<file path="src/rtl/dma_src_pkg.sv">
package dma_src_pkg;
  localparam int ADDR_W = 32;
  localparam int DATA_W = 32;
  localparam int SIZE_LSB = 2;
  localparam int SIZE_MSB = 28;
  localparam int CNT_W = SIZE_MSB - SIZE_LSB + 1;
  localparam int EOP_BIT = 0;

  localparam logic [3:0] OFS_ADDR = 4'h0;
  localparam logic [3:0] OFS_SIZE = 4'h4;
  localparam logic [3:0] OFS_STAT = 4'h8;

  localparam int ST_DONE = 0;
  localparam int ST_MEMDONE = 1;
  localparam int ST_BUSY = 2;

  typedef struct packed {
    logic              final_w;
    logic [DATA_W-1:0] data;
  } fifo_ent_t;
endpackage

</file>
<file path="src/rtl/dma_src_fifo.sv">
module dma_src_fifo #(
  parameter int W = 33,
  parameter int DEPTH = 4,
  parameter int CW = $clog2(DEPTH + 1)
) (
  input  logic          clk,
  input  logic          rst_n,
  input  logic          push,
  input  logic [W-1:0]  push_data,
  input  logic          pop,
  output logic [W-1:0]  pop_data,
  output logic          empty,
  output logic [CW-1:0] count
);
  localparam int PW = (DEPTH > 1) ? $clog2(DEPTH) : 1;
  localparam logic [PW-1:0] LAST_IDX = PW'(DEPTH - 1);

  logic [W-1:0]  store [DEPTH];
  logic [PW-1:0] wr_ptr, rd_ptr;

  function automatic logic [PW-1:0] step(input logic [PW-1:0] p);
    return (p == LAST_IDX) ? '0 : p + PW'(1);
  endfunction

  assign empty    = (count == '0);
  assign pop_data = store[rd_ptr];

  always_ff @(posedge clk) begin
    if (push) store[wr_ptr] <= push_data;
  end

  always_ff @(posedge clk) begin
    if (!rst_n) begin
      wr_ptr <= '0;
      rd_ptr <= '0;
      count  <= '0;
    end else begin
      if (push) wr_ptr <= step(wr_ptr);
      if (pop)  rd_ptr <= step(rd_ptr);
      case ({push, pop})
        2'b10:   count <= count + CW'(1);
        2'b01:   count <= count - CW'(1);
        default: count <= count;
      endcase
    end
  end
endmodule

</file>
<file path="src/rtl/dma_src_reader.sv">
module dma_src_reader #(
  parameter int AW = 32,
  parameter int CNTW = 27,
  parameter int DEPTH = 4,
  parameter int OCW = $clog2(DEPTH + 1)
) (
  input  logic            clk,
  input  logic            rst_n,
  input  logic            start,
  input  logic [AW-1:0]   start_addr,
  input  logic [CNTW-1:0] start_cnt,
  input  logic [OCW-1:0]  fifo_count,
  input  logic            rsp_valid,
  output logic            req_valid,
  input  logic            req_ready,
  output logic [AW-1:0]   req_addr
);
  localparam logic [OCW:0] SLOTS = (OCW + 1)'(DEPTH);

  logic [CNTW-1:0] req_left;
  logic [AW-1:0]   ptr;
  logic [OCW-1:0]  outst;
  logic [OCW:0]    inflight;
  logic            hs;

  assign inflight  = {1'b0, outst} + {1'b0, fifo_count};
  assign req_valid = (req_left != '0) && (inflight < SLOTS);
  assign req_addr  = ptr;
  assign hs        = req_valid && req_ready;

  always_ff @(posedge clk) begin
    if (!rst_n) begin
      req_left <= '0;
      ptr      <= '0;
      outst    <= '0;
    end else begin
      if (start) begin
        req_left <= start_cnt;
        ptr      <= start_addr;
      end else if (hs) begin
        req_left <= req_left - CNTW'(1);
        ptr      <= ptr + AW'(4);
      end
      case ({hs, rsp_valid})
        2'b10:   outst <= outst + OCW'(1);
        2'b01:   outst <= outst - OCW'(1);
        default: outst <= outst;
      endcase
    end
  end
endmodule

</file>
<file path="src/rtl/dma_src_channel.sv">
module dma_src_channel
  import dma_src_pkg::*;
#(
  parameter int DEPTH = 4
) (
  input  logic              clk,
  input  logic              rst_n,
  input  logic              reg_wr_en,
  input  logic [3:0]        reg_addr,
  input  logic [31:0]       reg_wdata,
  output logic [31:0]       reg_rdata,
  output logic              mem_req_valid,
  input  logic              mem_req_ready,
  output logic [ADDR_W-1:0] mem_req_addr,
  input  logic              mem_rsp_valid,
  input  logic [DATA_W-1:0] mem_rsp_data,
  output logic              m_valid,
  input  logic              m_ready,
  output logic [DATA_W-1:0] m_data,
  output logic              m_last,
  output logic              done_o,
  output logic              mem_done_o,
  output logic              busy_o
);
  localparam int OCW = $clog2(DEPTH + 1);
  localparam int ENT_W = $bits(fifo_ent_t);

  logic [ADDR_W-1:0] addr_q;
  logic [CNT_W-1:0]  size_cnt;
  logic              eop_q, busy_q, done_q, mem_done_q;

  logic              wr_size, wr_stat, start, zero_start;
  logic [CNT_W-1:0]  new_cnt;
  logic              fifo_push, fifo_pop, fifo_empty, final_pop, final_push;
  logic [OCW-1:0]    fifo_count;
  fifo_ent_t         push_ent, head;

  assign new_cnt    = reg_wdata[SIZE_MSB:SIZE_LSB];
  assign wr_size    = reg_wr_en && (reg_addr == OFS_SIZE);
  assign wr_stat    = reg_wr_en && (reg_addr == OFS_STAT);
  assign start      = wr_size && !busy_q;
  assign zero_start = start && (new_cnt == '0);

  assign fifo_push  = mem_rsp_valid && busy_q;
  assign final_push = fifo_push && (size_cnt == CNT_W'(1));
  assign push_ent   = '{final_w: (size_cnt == CNT_W'(1)), data: mem_rsp_data};

  assign m_valid    = !fifo_empty;
  assign m_data     = head.data;
  assign m_last     = m_valid && head.final_w && eop_q;
  assign fifo_pop   = m_valid && m_ready;
  assign final_pop  = fifo_pop && head.final_w;

  dma_src_reader #(
    .AW(ADDR_W), .CNTW(CNT_W), .DEPTH(DEPTH), .OCW(OCW)
  ) i_reader (
    .clk        (clk),
    .rst_n      (rst_n),
    .start      (start),
    .start_addr (addr_q),
    .start_cnt  (new_cnt),
    .fifo_count (fifo_count),
    .rsp_valid  (fifo_push),
    .req_valid  (mem_req_valid),
    .req_ready  (mem_req_ready),
    .req_addr   (mem_req_addr)
  );

  logic [ENT_W-1:0] head_bits;
  assign head = fifo_ent_t'(head_bits);

  dma_src_fifo #(
    .W(ENT_W), .DEPTH(DEPTH), .CW(OCW)
  ) i_fifo (
    .clk       (clk),
    .rst_n     (rst_n),
    .push      (fifo_push),
    .push_data (push_ent),
    .pop       (fifo_pop),
    .pop_data  (head_bits),
    .empty     (fifo_empty),
    .count     (fifo_count)
  );

  always_ff @(posedge clk) begin
    if (!rst_n) begin
      addr_q     <= '0;
      size_cnt   <= '0;
      eop_q      <= 1'b0;
      busy_q     <= 1'b0;
      done_q     <= 1'b0;
      mem_done_q <= 1'b0;
    end else begin
      if (reg_wr_en && (reg_addr == OFS_ADDR)) addr_q <= reg_wdata;

      if (start) begin
        size_cnt <= new_cnt;
        eop_q    <= reg_wdata[EOP_BIT];
      end else if (fifo_push) begin
        size_cnt <= size_cnt - CNT_W'(1);
      end

      if (start && !zero_start) busy_q <= 1'b1;
      else if (final_pop)       busy_q <= 1'b0;

      done_q     <= (done_q && !(wr_stat && reg_wdata[ST_DONE]))
                    || final_pop || zero_start;
      mem_done_q <= (mem_done_q && !(wr_stat && reg_wdata[ST_MEMDONE]))
                    || final_push || zero_start;
    end
  end

  always_comb begin
    case (reg_addr)
      OFS_ADDR: reg_rdata = addr_q;
      OFS_SIZE: reg_rdata = {3'b000, size_cnt, 1'b0, eop_q};
      OFS_STAT: reg_rdata = {29'd0, busy_q, mem_done_q, done_q};
      default:  reg_rdata = '0;
    endcase
  end

  assign done_o     = done_q;
  assign mem_done_o = mem_done_q;
  assign busy_o     = busy_q;
endmodule

</file>
<file path="config.mk">
export PLATFORM = sky130hd
export DESIGN_NAME = dma_src_channel
export DESIGN_NICKNAME = d
export VERILOG_FILES = /design/src/rtl/dma_src_pkg.sv /design/src/rtl/dma_src_fifo.sv /design/src/rtl/dma_src_reader.sv /design/src/rtl/dma_src_channel.sv
export SDC_FILE = /design/constraint.sdc
export NUM_CORES = 1
export LEC_CHECK = 0
export BUFFER_PORTS_ARGS = -buffer_cell sky130_fd_sc_hd__buf_2
export CELL_PAD_IN_SITES_DETAIL_PLACEMENT = 0
export CELL_PAD_IN_SITES_GLOBAL_PLACEMENT = 1
export CORE_AREA = 2 2 166 168
export CTS_CLUSTER_SIZE = 40
export DETAILED_ROUTE_END_ITERATION = 6
export DIE_AREA = 0 0 168 170
export GPL_TIMING_DRIVEN = 0
export HOLD_SLACK_MARGIN = 0.08
export PLACE_DENSITY_LB_ADDON = 0.15
export SYNTH_ARGS = -nofsm -noshare
export SYNTH_HDL_FRONTEND = slang
export SYNTH_SLANG_ARGS = --single-unit
</file>
<file path="constraint.sdc">
create_clock -name clk -period 3.7 [get_ports clk]
set_clock_uncertainty 0.2 [all_clocks]
set_input_delay 0.555 -clock clk [delete_from_list [all_inputs] [get_ports clk]]
set_output_delay 0.555 -clock clk [all_outputs]
set_load 0.01 [all_outputs]
</file>
Word level (Yosys, flattened, before mapping). Memory sizes are Yosys's and may differ from the RTL's. A register that Yosys moved wholly into a read port is not among the register bits. Cells that the tools add are included.

Add/subtract/negate cells: 10. Multipliers: 0. Div/mod/pow operators: 0. Order comparisons: 1. Equal/unequal tests: 9. Shift operators: 0. Mux-type cells: 17. Bitwise operators: 0. Reduce and logical (&&, ||, !) cells: 36.

Operators by type and width (count): two-way mux 27 bit (4); one-hot mux 32 bit (3 select lines) (1); two-way mux 32 bit (2); subtractor 27 x 1 -> 27 bit, second input constant (2); adder 32 x 3 -> 32 bit, second input constant (1); == test 27 x 1 -> 1 bit, second input constant (1); logical NOT 27 bit (1); nonzero test 27 bit (1); logical AND 1 bit (18); one-hot mux 3 bit (2 select lines) (2); nonzero test 2 bit (5); == test 2 bit, second input constant (4); two-way mux 2 bit (4); adder 3 x 1 -> 3 bit, second input constant (2); subtractor 3 x 1 -> 3 bit, second input constant (2); logical NOT 1 bit (5); adder 2 x 1 -> 2 bit, second input constant (2); adder 3 x 3 -> 4 bit (1); == test 2 x 1 -> 1 bit, second input constant (2); == test 4 x 3 -> 1 bit, second input constant (1); == test 4 bit, second input constant (1); logical NOT 4 bit (1); logical OR 1 bit (4); < comparator 4 x 3 -> 1 bit, second input constant (1); other kinds (2) (5).

Flip-flop bits (word level): 132. Bits in latches: 0. RAM bits: 132. Bits in read-only memories: 0. Word-level logic and storage cells: 86. Memories: 1.

Memory list: i_fifo.store (depth 4, bits a word 33, rd ports 1, clocked after memory_dff 1, write ports 1, line dma_src_fifo.sv:18) `logic [W-1:0] store [DEPTH];`.

Depth between registers and ports, before layout. Gate-level depths: netlist (run 1).

Depth after elaboration: 7. Depth in mapped cells: 13.

By module. From an unflattened synthesis (run 1), not the netlist that was laid out.

Cells, all modules: 1100. Area, all modules: 12206.7 sq um.

By module, submodules not included: dma_src_fifo (instances 1, cells an instance 219, area an instance 5263.8 sq um); dma_src_reader (instances 1, cells an instance 433, area an instance 3498.4 sq um); dma_src_channel (instances 1, cells an instance 448, area an instance 3444.6 sq um).

Worst setup path before layout (run 1). No wires, ideal clock.

Kind: register to register. Start: register i_fifo.count[2]. End: register i_reader.outst[2]. Setup time: 0.070 ns. Arrival: 2.938 ns. Data required time: 3.430 ns. Setup slack: 0.492 ns. Cell stages (with the launch flop): 13. Path buffers: 2. Period minus slack after synthesis: 3.208 ns. Path through: dfxtp_1 > ha_1 > or4b_1 > nor2_1 > o21ai_1 > clkbuf_1 > buf_2 > ha_1 > inv_1 > fa_1 > xor2_1 > or3_1 > a21oi_1.

Word-level cells in the longest chain between the ends: 6.

Ends and longest elaborated chain: start, declared (line dma_src_fifo.sv:13) `output logic [CW-1:0] count`; start signal, assigned (line dma_src_fifo.sv:41) `2'b10: count <= count + CW'(1);`; start signal, assigned (line dma_src_fifo.sv:42) `2'b01: count <= count - CW'(1);`; start signal, assigned (line dma_src_fifo.sv:43) `default: count <= count;`; adder 3 x 3 -> 4 bit (*) (line dma_src_reader.sv:26) `assign inflight = {1'b0, outst} + {1'b0, fifo_count};`; < comparator 4 x 3 -> 1 bit (*) (line dma_src_reader.sv:27) `assign req_valid = (req_left != '0) && (inflight < SLOTS);`; logical AND 1 bit (*) (line dma_src_reader.sv:27); logical AND 1 bit (*) (line dma_src_reader.sv:29) `assign hs = req_valid && req_ready;`; == test 2 x 1 -> 1 bit or == test 2 bit (tied branches) (line dma_src_reader.sv:44) `case ({hs, rsp_valid})`; one-hot mux 3 bit (2 select lines) or nonzero test 2 bit (tied branches); end signal, assigned (line dma_src_reader.sv:45) `2'b10: outst <= outst + OCW'(1);`; end signal, assigned (line dma_src_reader.sv:46) `2'b01: outst <= outst - OCW'(1);`; end signal, assigned (line dma_src_reader.sv:47) `default: outst <= outst;`; end, declared (line dma_src_reader.sv:22) `logic [OCW-1:0] outst;`.

Every way passes the cells marked *; elsewhere a longest branch is shown, timed or not. A chain may end at the register's enable or synchronous reset.

Final worst setup path (run 1).
Start: input reg_addr[1]. End: output reg_rdata[23].

Word-level cells in the longest chain between the ends: 2.

Ends and longest elaborated chain: start, declared (line dma_src_channel.sv:9) `input logic [3:0] reg_addr,`; == test 4 bit, or another cell as far along (line dma_src_channel.sv:114) `case (reg_addr)`; one-hot mux 32 bit (3 select lines) (*) (line dma_src_channel.sv:114); end, declared (line dma_src_channel.sv:11) `output logic [31:0] reg_rdata,`.

Marked as above.

==> out/results.env, run 1 <==
STATUS='finished, final reports clean'
START_UTIL_PCT=44.34
CRIT_TOP_CELL='sky130_fd_sc_hd__buf_2'
SYN_INST=1067
SYNTHESIS.NETS=1156
SLEW_HEADROOM_PCT=15.29
TIMING.CRITICAL_PATH.FANOUT_MAX=10
GRT_PASS1_VIAS=9572
FINISH.NET_COUNT=1403
DRC_ERRORS=0
WORST_SKEW_PAIR.LATE_LATENCY_NS=0.54
TIMING.FINAL.MAX_SLEW_VIOLATIONS=0
LEAKAGE_nW=5.128
LAYOUT_MIN_CYCLE_TIME_NS=3.560
SEQUENTIAL_CELL_AREA_FRACTION_IN_THE_YOSYS_REPORT_PCT=56.24
FINALSETUPTNS_NS=0
ANTENNA_FOUND_INITIAL=0
PATH_CELLS='buf_2 > nor4_1 > clkbuf_1 > a22o_1 > buf_2'
RSZ0062_AT_GRT='false'
FILLERINSTANCES=2382
CRITICAL_PATH.MAX_STAGE_DELAY_NS=1.05
CTS_MADE_BUFFERS=29
DIE_Y_MICRONS=170
ROUTED_WIRE_LENGTH_PER_INSTANCE_MICRONS=22.32
SYNTH_TOP_AREA_SHARE_PCT=33.54
PLACE_HPWL_MICRONS=26810
CORE_AREA_SQ_UM=26650
MOSTFREQUENTLAYOUTCELLS='sky130_fd_sc_hd__buf_2 (176), sky130_fd_sc_hd__dfxtp_1 (134), sky130_fd_sc_hd__edfxtp_1 (132)'
CRIT_PATH_TOP_DELAY_CELL='sky130_fd_sc_hd__nor4_1'
FLOORPLAN.ROWS=60
LAYOUT.AREA.SEQ_SQ_UM=6646
VIA_COUNT=9931
SYNTH-SEQ-CELLS=266
HOLD_PATH_CLASS='input pin to flop'
YS_ASYNC_SR_FRACTION_PCT=0
SYNTHDOMINANTAREACELLTYPE='sky130_fd_sc_hd__edfxtp_1'
SETUP_VIOL=0
CLOCK_PIN_SLEW_ON_THE_WORST_SETUP_AND_HOLD_PATHS_NS=0.06
CTS.SINKS=266
POWER.DENSITY_nW_PER_UM2=552.3
DIE_EXTENT_IN_X_MICRONS=168
CP_DATA_REQUIRED_TIME_NS=2.94
ROUTE.ANTENNA.REMAINING_NETS=0
SUMMED_INSTANCE_AREA_OF_THE_SYNTHESIZED_NETLIST_SQ_UM=11820
SYNTH_ENABLE_FLOP_CELLS=132
LARGEST_NET_DEGREE_AT_THE_START_OF_GLOBAL_ROUTING=34
WORST_PIN_SLEW_NS=1.259
MAX_CAP_VIOL_COUNT=0
CTS_BUFFER_DEPTH=3
DIE_AREA_SQ_UM=28560
DR.FIRST_ITER.DRC_COUNT=1002
IO_BUFFERS=175
PROPORTION_OF_LAYOUT_CELLS_WITH_A_DRIVE_SUFFIX_ABOVE_1_PCT=21.41
FIN_CRIT_SH_PCT=96.23
CTS_TREE='yes'
CRITPATHBUFINV=3
CTS.ROOT.BUFFER_CELL='sky130_fd_sc_hd__clkbuf_16'
ARRIVAL_NS=2.81
YOSYS.CELL_TYPES.COUNT=62
GRT_OVERFLOW=0
TIMING.FINAL.HOLD_VIOLATIONS=0
FMAXACHIEVABLE_MHz=280.9
DRT_WL_TOTAL_MICRONS=37430
CRIT_FAMILY='simple AND/OR/NAND/NOR gates'
LEADING_POST_SYNTHESIS_CELLS_BY_CELL_AREA='sky130_fd_sc_hd__edfxtp_1 (34%), sky130_fd_sc_hd__dfxtp_1 (23%), sky130_fd_sc_hd__mux4_2 (6.3%), sky130_fd_sc_hd__a21oi_1 (3.8%), sky130_fd_sc_hd__nand2_1 (3.5%)'
START_KIND='input pin'
POSTSYNTH.TOPFLOPCELL='sky130_fd_sc_hd__dfxtp_1'
GRT_USE_TOTAL_PCT=25.72
SYNTH.YOSYS.WARNINGS=0
GLOBALPLACE.CONGESTION=0.9099
NUMBER_OF_ANTENNA_DIODES=0
MULTI_INPUT_COMBINATIONAL_CELL_AREA_SQ_UM=4880
VIAS_PER_CELL=5.922
FINAL_COMMON_CELL='sky130_fd_sc_hd__buf_2'
FLOORPLAN.IO_PINS=176
FIRSTDRTPASSITERS=6
PATH_TYPE_OF_THE_WORST_SETUP_PATH='input pin to primary output'
CTS_HTREE_LEVELS=1
IR_DROP_V=0.0003567
GRT_FIRST_PASS_WIRELENGTH_MICRONS=56190
SYN-MEAN-INSTANCE-AREA_SQ_UM=11.08
AREA.GROWTH.SYNTH_TO_FINAL_PCT=22.54
CRITICAL_PATH.ENDPOINT_TYPE='primary output'
FIN_WORST_HOLD_SLACK_NS=0.1028
[power by group]
part           switching, mW  leakage [nW]  internal [mW]
sequential             0.187          2.28           3.25
clock                   1.17         0.414           1.58
combinational           1.14          2.44          0.678
total                   2.49          5.13           5.50
[layout make-up]
type / instances / area share [%]
timing repair buffer: 216 / 8.813
inverter: 21 / 0.5443
clock buffer: 35 / 5.167
multi-input combinational: 711 / 33.70
tap: 341 / 2.946
clock inverter: 18 / 1.037
buffer: 69 / 1.901
sequential: 266 / 45.90
[sequential cells by signal (all words and copies together), names as in the netlist, named ones only]
name	count
addr_q	32
busy_o	1
i_fifo.rd_ptr	2
i_reader.req_left	27
i_reader.outst	3
mem_done_o	1
i_reader.req_addr	32
i_fifo.count	3
i_fifo.store	132
done_o	1
eop_q	1
i_fifo.wr_ptr	2
size_cnt	27
[timing repair]
action | CTS | global route
resized for setup | 6 | 6
setup endpoints to repair | 3 | 1
pin swaps | 1 | 1
buffers inserted | 2 | 1
endpoints found under the hold margin | 134 | 0
hold buffers | 37 | 0
[metal layers]
metal,vias to the layer above,global-route usage [%],share of wire [%]
li1,4635,-,-
met1,4791,34.95,42
met2,430,42.69,47
met3,75,3.093,7.1
met4,0,9.376,3.3
met5,-,0,0
[path summary, 6_finish.rpt]
path	from	to	slack [ns]	depth (start not counted)
setup / recovery	reg_addr[1]	reg_rdata[23]	0.14	5
hold reg to reg	i_reader.req_addr[0]	i_reader.req_addr[0]	0.26	2
setup reg to reg	i_fifo.count[2]	i_reader.outst[2]	0.21	12
hold / removal	reg_wdata[24]	addr_q[24]	0.10	3
[synth_stat cells, types with 25 or more instances]
| master | count |
|---|---|
| sky130_fd_sc_hd__or4_1 | 27 |
| sky130_fd_sc_hd__nand2_1 | 110 |
| sky130_fd_sc_hd__a22o_1 | 27 |
| sky130_fd_sc_hd__clkbuf_1 | 61 |
| sky130_fd_sc_hd__nand3_1 | 32 |
| sky130_fd_sc_hd__a31oi_1 | 30 |
| sky130_fd_sc_hd__or3_1 | 26 |
| sky130_fd_sc_hd__mux4_2 | 33 |
| sky130_fd_sc_hd__o21ai_0 | 62 |
| sky130_fd_sc_hd__a21oi_1 | 89 |
| sky130_fd_sc_hd__dfxtp_1 | 134 |
| sky130_fd_sc_hd__edfxtp_1 | 132 |
| sky130_fd_sc_hd__nor4_1 | 25 |
| sky130_fd_sc_hd__nor2_1 | 49 |
[per-stage QoR]
step | setup WS (ns) | utilization (%) | power (mW) | instance area [sq um] | cells
after floorplan | 0.4916 | - | 4.531 | 11820 | 1067
after global placement | -0.6108 | 49.23 | 5.089 | 13120 | 1583
after detailed placement | -0.6598 | 49.30 | 5.099 | 13140 | 1584
after CTS | 0.04132 | 54.22 | 7.956 | 14450 | 1676
after global routing | 0.005283 | 54.34 | 8.354 | 14480 | 1677
final | 0.1396 | 54.34 | 7.998 | 14480 | 1677
[tightest hold or removal path: stages]
cell	delay [ns]
sky130_fd_sc_hd__buf_2	0.13
sky130_fd_sc_hd__nand2_1	0.06
sky130_fd_sc_hd__a21oi_1	0.05
[cell families after synthesis]
group,Yosys count,share of synthesized area (%)
AND/OR/NAND/NOR,347,15.29
AO/OA/AOI/OAI,288,15.37
flip-flops,266,56.24
buffers and inverters,90,2.943
multiplexers,39,6.808
XOR/XNOR,22,1.630
adder cells (fa/ha/maj),15,1.715
Note: power is estimated with default switching activity, not from simulation.
==> run 2, diff against run 1 <==
==> constraint.sdc (replaced) <==
create_clock -name clk -period 3.7 [get_ports clk]
set_clock_uncertainty 0.2 [all_clocks]
set_input_delay 0.37 -clock clk [delete_from_list [all_inputs] [get_ports clk]]
set_output_delay 0.37 -clock clk [all_outputs]
set_load 0.01 [all_outputs]
==> run 2 against run 1 <==
Die area stayed put. Final cell count is 1.8% higher. Sequential power about the same. Total power up 0.31%. Sequential share of layout area fell by 0.93 points. Sequential cell count unchanged. Worst hold slack improved by 0.083 ns. Largest cell class unchanged. Highest routed layer unchanged. Worst setup slack better by 0.082 ns. Critical endpoint is now i_reader.outst[2].
==> out/results.env, run 2 (synthesized netlist as in run 1, its figures left out) <==
MULTI_INPUT_COMBINATIONAL_CELL_AREA_SQ_UM=4880
LEAKAGE_nW=5.256
GRT_PASS1_VIAS=9613
STATUS='finished, final reports clean'
ANTENNA_FOUND_INITIAL=0
CP_DATA_REQUIRED_TIME_NS=3.96
CRIT_PATH_TOP_DELAY_CELL='sky130_fd_sc_hd__or4b_1'
CTS_MADE_BUFFERS=29
ROUTED_WIRE_LENGTH_PER_INSTANCE_MICRONS=22.06
LAYOUT.AREA.SEQ_SQ_UM=6646
DIE_AREA_SQ_UM=28560
CRITICAL_PATH.MAX_STAGE_DELAY_NS=0.67
CTS_TREE='yes'
PLACE_HPWL_MICRONS=26810
LARGEST_REGISTER_FF_COUNT=132
IR_DROP_V=0.0003607
CRITICAL_PATH.ENDPOINT_TYPE='flop'
PATH_CELLS='ha_1 > or4b_1 > nor2_4 > o21ai_2 > clkbuf_4 > buf_4 > ha_1 > inv_1 > fa_1 > xor2_1 > or3_1 > a21oi_1'
DR.FIRST_ITER.DRC_COUNT=920
DIE_EXTENT_IN_X_MICRONS=168
CTS_BUFFER_DEPTH=3
LAYOUT.CORE_UTILIZATION_PCT=55.46
PLACE.DETAILED.INSTANCES=1584
CRIT_FAMILY='simple AND/OR/NAND/NOR gates'
VIA_COUNT=10110
CTS.SINKS=266
TIMING.FINAL.MAX_SLEW_VIOLATIONS=0
FLOORPLAN.IO_PINS=176
VIAS_PER_CELL=5.923
GRT_OVERFLOW=0
START_UTIL_PCT=44.34
FINALNONFILLERCELLS=1707
TIMING.FINAL.HOLD_VIOLATIONS=0
CTS_HTREE_LEVELS=1
MOSTFREQUENTLAYOUTCELLS='sky130_fd_sc_hd__buf_2 (176), sky130_fd_sc_hd__dfxtp_1 (134), sky130_fd_sc_hd__edfxtp_1 (132)'
POWER.DENSITY_nW_PER_UM2=542.7
MAX_CAP_VIOL_COUNT=0
AREA.GROWTH.SYNTH_TO_FINAL_PCT=25.08
WORST_SKEW_PAIR.LATE_LATENCY_NS=0.54
GRT_FIRST_PASS_WIRELENGTH_MICRONS=56410
FINAL_COMMON_CELL='sky130_fd_sc_hd__buf_2'
IO_BUFFERS=175
DRC_ERRORS=0
RSZ0062_AT_GRT='false'
CLOCK_PIN_SLEW_ON_THE_WORST_SETUP_AND_HOLD_PATHS_NS=0.06
LAYOUT_SETUP_WS_NS=0.2214
TIMING.CRITICAL_PATH.FANOUT_MAX=10
SETUP_VIOL=0
FINISH.NET_COUNT=1433
FMAXACHIEVABLE_MHz=287.5
DIE_Y_MICRONS=170
HOLD_PATH_CLASS='input pin to flop'
PRE_CTS_WS_NS=-0.6598
FIN_CRIT_SH_PCT=94.02
WORST_PIN_SLEW_NS=1.284
ARRIVAL_NS=3.74
NUMBER_OF_ANTENNA_DIODES=0
SLEW_HEADROOM_PCT=13.63
LARGEST_NET_DEGREE_AT_THE_START_OF_GLOBAL_ROUTING=34
FILLERINSTANCES=2353
PATH_TYPE_OF_THE_WORST_SETUP_PATH='flop to flop'
GRT_USE_TOTAL_PCT=25.79
LAYOUT_MIN_CYCLE_TIME_NS=3.479
CTS.ROOT.BUFFER_CELL='sky130_fd_sc_hd__clkbuf_16'
ROUTE.ANTENNA.REMAINING_NETS=0
START_KIND='flop'
PROPORTION_OF_LAYOUT_CELLS_WITH_A_DRIVE_SUFFIX_ABOVE_1_PCT=20.94
GLOBALPLACE.CONGESTION=0.9099
CRITPATHBUFINV=3
CRIT_TOP_CELL='sky130_fd_sc_hd__ha_1'
FIRSTDRTPASSITERS=5
TOP_REGISTER='i_fifo.store'
CORE_AREA_SQ_UM=26650
FLOORPLAN.ROWS=60
DRT_WL_TOTAL_MICRONS=37650
run 2: what timing repair did:
| action | in CTS | in global routing |
|---|---|---|
| pin swaps | 1 | 1 |
| resized for setup | 6 | 6 |
| hold endpoints to repair | 208 | 0 |
| hold buffers | 67 | 0 |
| endpoints found under the setup margin | 3 | 1 |
| setup buffers | 2 | 1 |
run 2: worst paths after layout:
kind / startpoint / slack [ns] / endpoint / cells past startpoint
setup / recovery: i_fifo.count[2] / 0.22 / i_reader.outst[2] / 12
hold / removal: reg_addr[2] / 0.19 / mem_done_o / 5
setup reg to reg: i_fifo.count[2] / 0.22 / i_reader.outst[2] / 12
hold reg to reg: i_reader.req_addr[0] / 0.26 / i_reader.req_addr[0] / 2
run 2: where the power goes:
part	switching, mW	internal (mW)	leakage (nW)
clock	1.16	1.58	0.414
combinational	1.15	0.698	2.56
sequential	0.185	3.25	2.28
total	2.50	5.52	5.26
run 2: final cells by class:
cell class	instances	area share (%)
Sequential cell	266	44.96
Multi-Input combinational cell	711	33.01
Timing Repair Buffer	246	10.67
Clock buffer	35	5.062
Tap cell	341	2.886
Buffer	69	1.862
Clock inverter	18	1.016
Inverter	21	0.5333
run 2: metrics by stage:
| step | total power, mW | instance area [sq um] | hold slack (ns) | TNS, ns |
|---|---|---|---|---|
| 6_report | 8.022 | 14780 | 0.1857 | 0 |
| 5_1_grt | 8.382 | 14780 | 0.2333 | 0 |
| 4_1_cts | 7.980 | 14750 | 0.1521 | 0 |
| 3_3_place_gp | 5.089 | 13120 | 0.2478 | -1.038 |
| 3_5_place_dp | 5.099 | 13140 | 0.2540 | -1.156 |
| 2_1_floorplan | 4.531 | 11820 | 0.2444 | 0 |
run 2: per-layer routing:
layer	share of wire [%]	GRT usage [%]	vias up	wire [microns]
met5	0	0	-	0
met4	3.5	9.527	0	1332
met3	6.5	3.023	81	2438
met2	47	43.01	382	17780
met1	43	34.87	4960	16100
li1	-	-	4687	-
run 2: tightest hold or removal path, cell delays in order:
cell and delay [ns]:
sky130_fd_sc_hd__buf_2 0.11, sky130_fd_sc_hd__nor4b_1 0.11, sky130_fd_sc_hd__nand3_1 0.10, sky130_fd_sc_hd__a21oi_1 0.06
sky130_fd_sc_hd__a21oi_1 0.13
==> run 3, diff against run 2 <==
--- a/config.mk
+++ b/config.mk
@@ -15,6 +15,7 @@
 export GPL_TIMING_DRIVEN = 0
 export HOLD_SLACK_MARGIN = 0.08
 export PLACE_DENSITY_LB_ADDON = 0.15
+export RECOVER_POWER = 50
 export SYNTH_ARGS = -nofsm -noshare
 export SYNTH_HDL_FRONTEND = slang
 export SYNTH_SLANG_ARGS = --single-unit
==> run 3 against run 2 <==
The flow now finishes with violations (capacitance limit, slew limit). Sequential cell count stayed put. Routed wire length hardly changed. Sequential share of layout area is 0.27 points higher. Register-to-register slack hardly changed. Via count is 0.30% lower. Largest cell class unchanged. Final cell count stayed put. Cell area is 0.60% lower. Critical path depth stayed put.
==> out/results.env, run 3 (synthesized netlist as in run 1, its figures left out) <==
DRT_WL_TOTAL_MICRONS=37630
LARGEST_REGISTER_FF_COUNT=132
GRT_PASS1_VIAS=9613
DRC_ERRORS=0
POWER.DENSITY_nW_PER_UM2=546.0
CRIT-REG2REG-CAPTURE='i_reader.outst[2]'
CORE_AREA_SQ_UM=26650
CRIT_START='i_fifo.count[2]'
PATH_CELLS='ha_1 > or4b_1 > nor2_4 > o21ai_2 > clkbuf_4 > buf_4 > ha_1 > inv_1 > fa_1 > xor2_1 > or3_1 > a21oi_1'
FIN_CRIT_SH_PCT=94.17
GLOBALPLACE.CONGESTION=0.9099
FIN_WORST_HOLD_SLACK_NS=0.1852
MAX_CAP_VIOL_COUNT=3
GRT_USE_TOTAL_PCT=25.79
LAYOUT_MIN_CYCLE_TIME_NS=3.484
PLACE.DETAILED.INSTANCES=1584
LAYOUT_SETUP_WS_NS=0.2156
CRIT_PATH_TOP_DELAY_CELL='sky130_fd_sc_hd__or4b_1'
LEAKAGE_nW=5.018
CRIT_TOP_CELL='sky130_fd_sc_hd__ha_1'
HOLD_PATH_CLASS='input pin to flop'
PLACE_HPWL_MICRONS=26810
TIMING.FINAL.HOLD_VIOLATIONS=0
CTS_HTREE_LEVELS=1
REPORT.POWER.TOTAL_mW=8.022
CTS.ROOT.BUFFER_CELL='sky130_fd_sc_hd__clkbuf_16'
CLOCK_PIN_SLEW_ON_THE_WORST_SETUP_AND_HOLD_PATHS_NS=0.06
CTS_TREE='yes'
START_UTIL_PCT=44.34
CTS_MADE_BUFFERS=29
WORST_SKEW_PAIR.LATE_LATENCY_NS=0.54
FINISH.NET_COUNT=1433
GRT_OVERFLOW=0
FMAXACHIEVABLE_MHz=287.0
ARRIVAL_NS=3.75
FINALNONFILLERCELLS=1707
CP_DATA_REQUIRED_TIME_NS=3.96
TOP_REGISTER='i_fifo.store'
VIAS_PER_CELL=5.905
CRITICAL_PATH.MAX_STAGE_DELAY_NS=0.67
CRITICAL_PATH.ENDPOINT_TYPE='flop'
LAYOUT.CORE_UTILIZATION_PCT=55.13
RSZ0062_AT_GRT='false'
CRIT_END='i_reader.outst[2]'
CTS.SINKS=266
DIE_Y_MICRONS=170
FLOORPLAN.IO_PINS=176
NUMBER_OF_ANTENNA_DIODES=0
DESIGN_AREA_SQ_UM=14690
DIE_AREA_SQ_UM=28560
DIE_EXTENT_IN_X_MICRONS=168
ROUTED_WIRE_LENGTH_PER_INSTANCE_MICRONS=22.04
TIMING.CRITICAL_PATH.FANOUT_MAX=10
CTS_BUFFER_DEPTH=3
FAILED_CHECKS='capacitance limit, slew limit'
ANTENNA_FOUND_INITIAL=0
PROPORTION_OF_LAYOUT_CELLS_WITH_A_DRIVE_SUFFIX_ABOVE_1_PCT=15.74
FLOORPLAN.ROWS=60
ROUTE.ANTENNA.REMAINING_NETS=0
PRE_CTS_WS_NS=-0.6598
MOSTFREQUENTLAYOUTCELLS='sky130_fd_sc_hd__clkbuf_1 (134), sky130_fd_sc_hd__dfxtp_1 (134), sky130_fd_sc_hd__edfxtp_1 (132)'
SLEW_HEADROOM_PCT=-12.42
VIA_COUNT=10080
START_KIND='flop'
GRT_FIRST_PASS_WIRELENGTH_MICRONS=56410
LARGEST_NET_DEGREE_AT_THE_START_OF_GLOBAL_ROUTING=34
WORST-R2R-SETUP-SLACK_NS=0.22
DR.FIRST_ITER.DRC_COUNT=925
FIRSTDRTPASSITERS=6
DPL-INSTANCE-AREA_SQ_UM=13140
PATH_TYPE_OF_THE_WORST_SETUP_PATH='flop to flop'
FILLERINSTANCES=2375
STATUS='complete, but fails checks'
IO_BUFFERS=175
IR_DROP_V=0.0003662
AREA.GROWTH.SYNTH_TO_FINAL_PCT=24.33
WORST_PIN_SLEW_NS=1.686
SETUP_VIOL=0
REG2REGPATHDEPTH=12
FINALSETUPTNS_NS=0
TIMING.FINAL.MAX_SLEW_VIOLATIONS=102
R2R_START='i_fifo.count[2]'
## run 3: final cells by class
| cell class | count | area [sq um] | area share (%) |
|---|---|---|---|
| timing repair buffer | 246 | 1491 | 10.15 |
| clock buffer | 35 | 748.2 | 5.092 |
| buffer | 69 | 275.3 | 1.873 |
| inverter | 21 | 78.83 | 0.5365 |
| clock inverter | 18 | 150.1 | 1.022 |
| multi-input combinational | 711 | 4876 | 33.19 |
| tap | 341 | 426.7 | 2.904 |
| sequential | 266 | 6646 | 45.24 |
## run 3: power breakdown
part | switching [mW] | total, mW | leakage [nW] | internal [mW]
clock | 1.16 | 2.74 | 0.414 | 1.58
sequential | 0.186 | 3.44 | 2.28 | 3.25
combinational | 1.16 | 1.85 | 2.33 | 0.688
total | 2.51 | 8.02 | 5.02 | 5.51
## run 3: worst max-delay path: cells and delay by family, from the launching register on
kind	cells	cell delay, ns
compound gates	2	0.26
flops	1	0.33
xor+xnor	1	0.07
buf+inv	3	0.52
simple gates	3	1.29
fa+ha+maj	3	0.71
## run 3: worst min path at each step
stage	from	endpoint	slack, ns	depth (start not counted)
floorplan	addr_q[29]	addr_q[29]	0.24	2
global placement	i_reader.req_addr[0]	i_reader.req_addr[0]	0.25	2
detailed placement	i_reader.req_addr[0]	i_reader.req_addr[0]	0.25	2
CTS	reg_addr[2]	mem_done_o	0.15	5
global route	reg_addr[2]	mem_done_o	0.23	5
finish	reg_addr[2]	mem_done_o	0.19	5
## run 3: what timing repair did
| action | 4_1_cts | 5_1_grt |
|---|---|---|
| setup buffers | 2 | 1 |
| endpoints found under the setup margin | 3 | 1 |
| pin swaps | 1 | 1 |
| gates resized for setup | 6 | 6 |
| hold buffers | 67 | 0 |
| hold endpoints to repair | 208 | 0 |
## run 3: layer usage
| layer | part of all wire [%] | vias up | GRT usage, % |
|---|---|---|---|
| met3 | 6.4 | 85 | 3.023 |
| met2 | 47 | 395 | 43.01 |
| li1 | - | 4695 | - |
| met4 | 3.6 | 0 | 9.527 |
| met1 | 43 | 4905 | 34.87 |
| met5 | 0 | - | 0 |
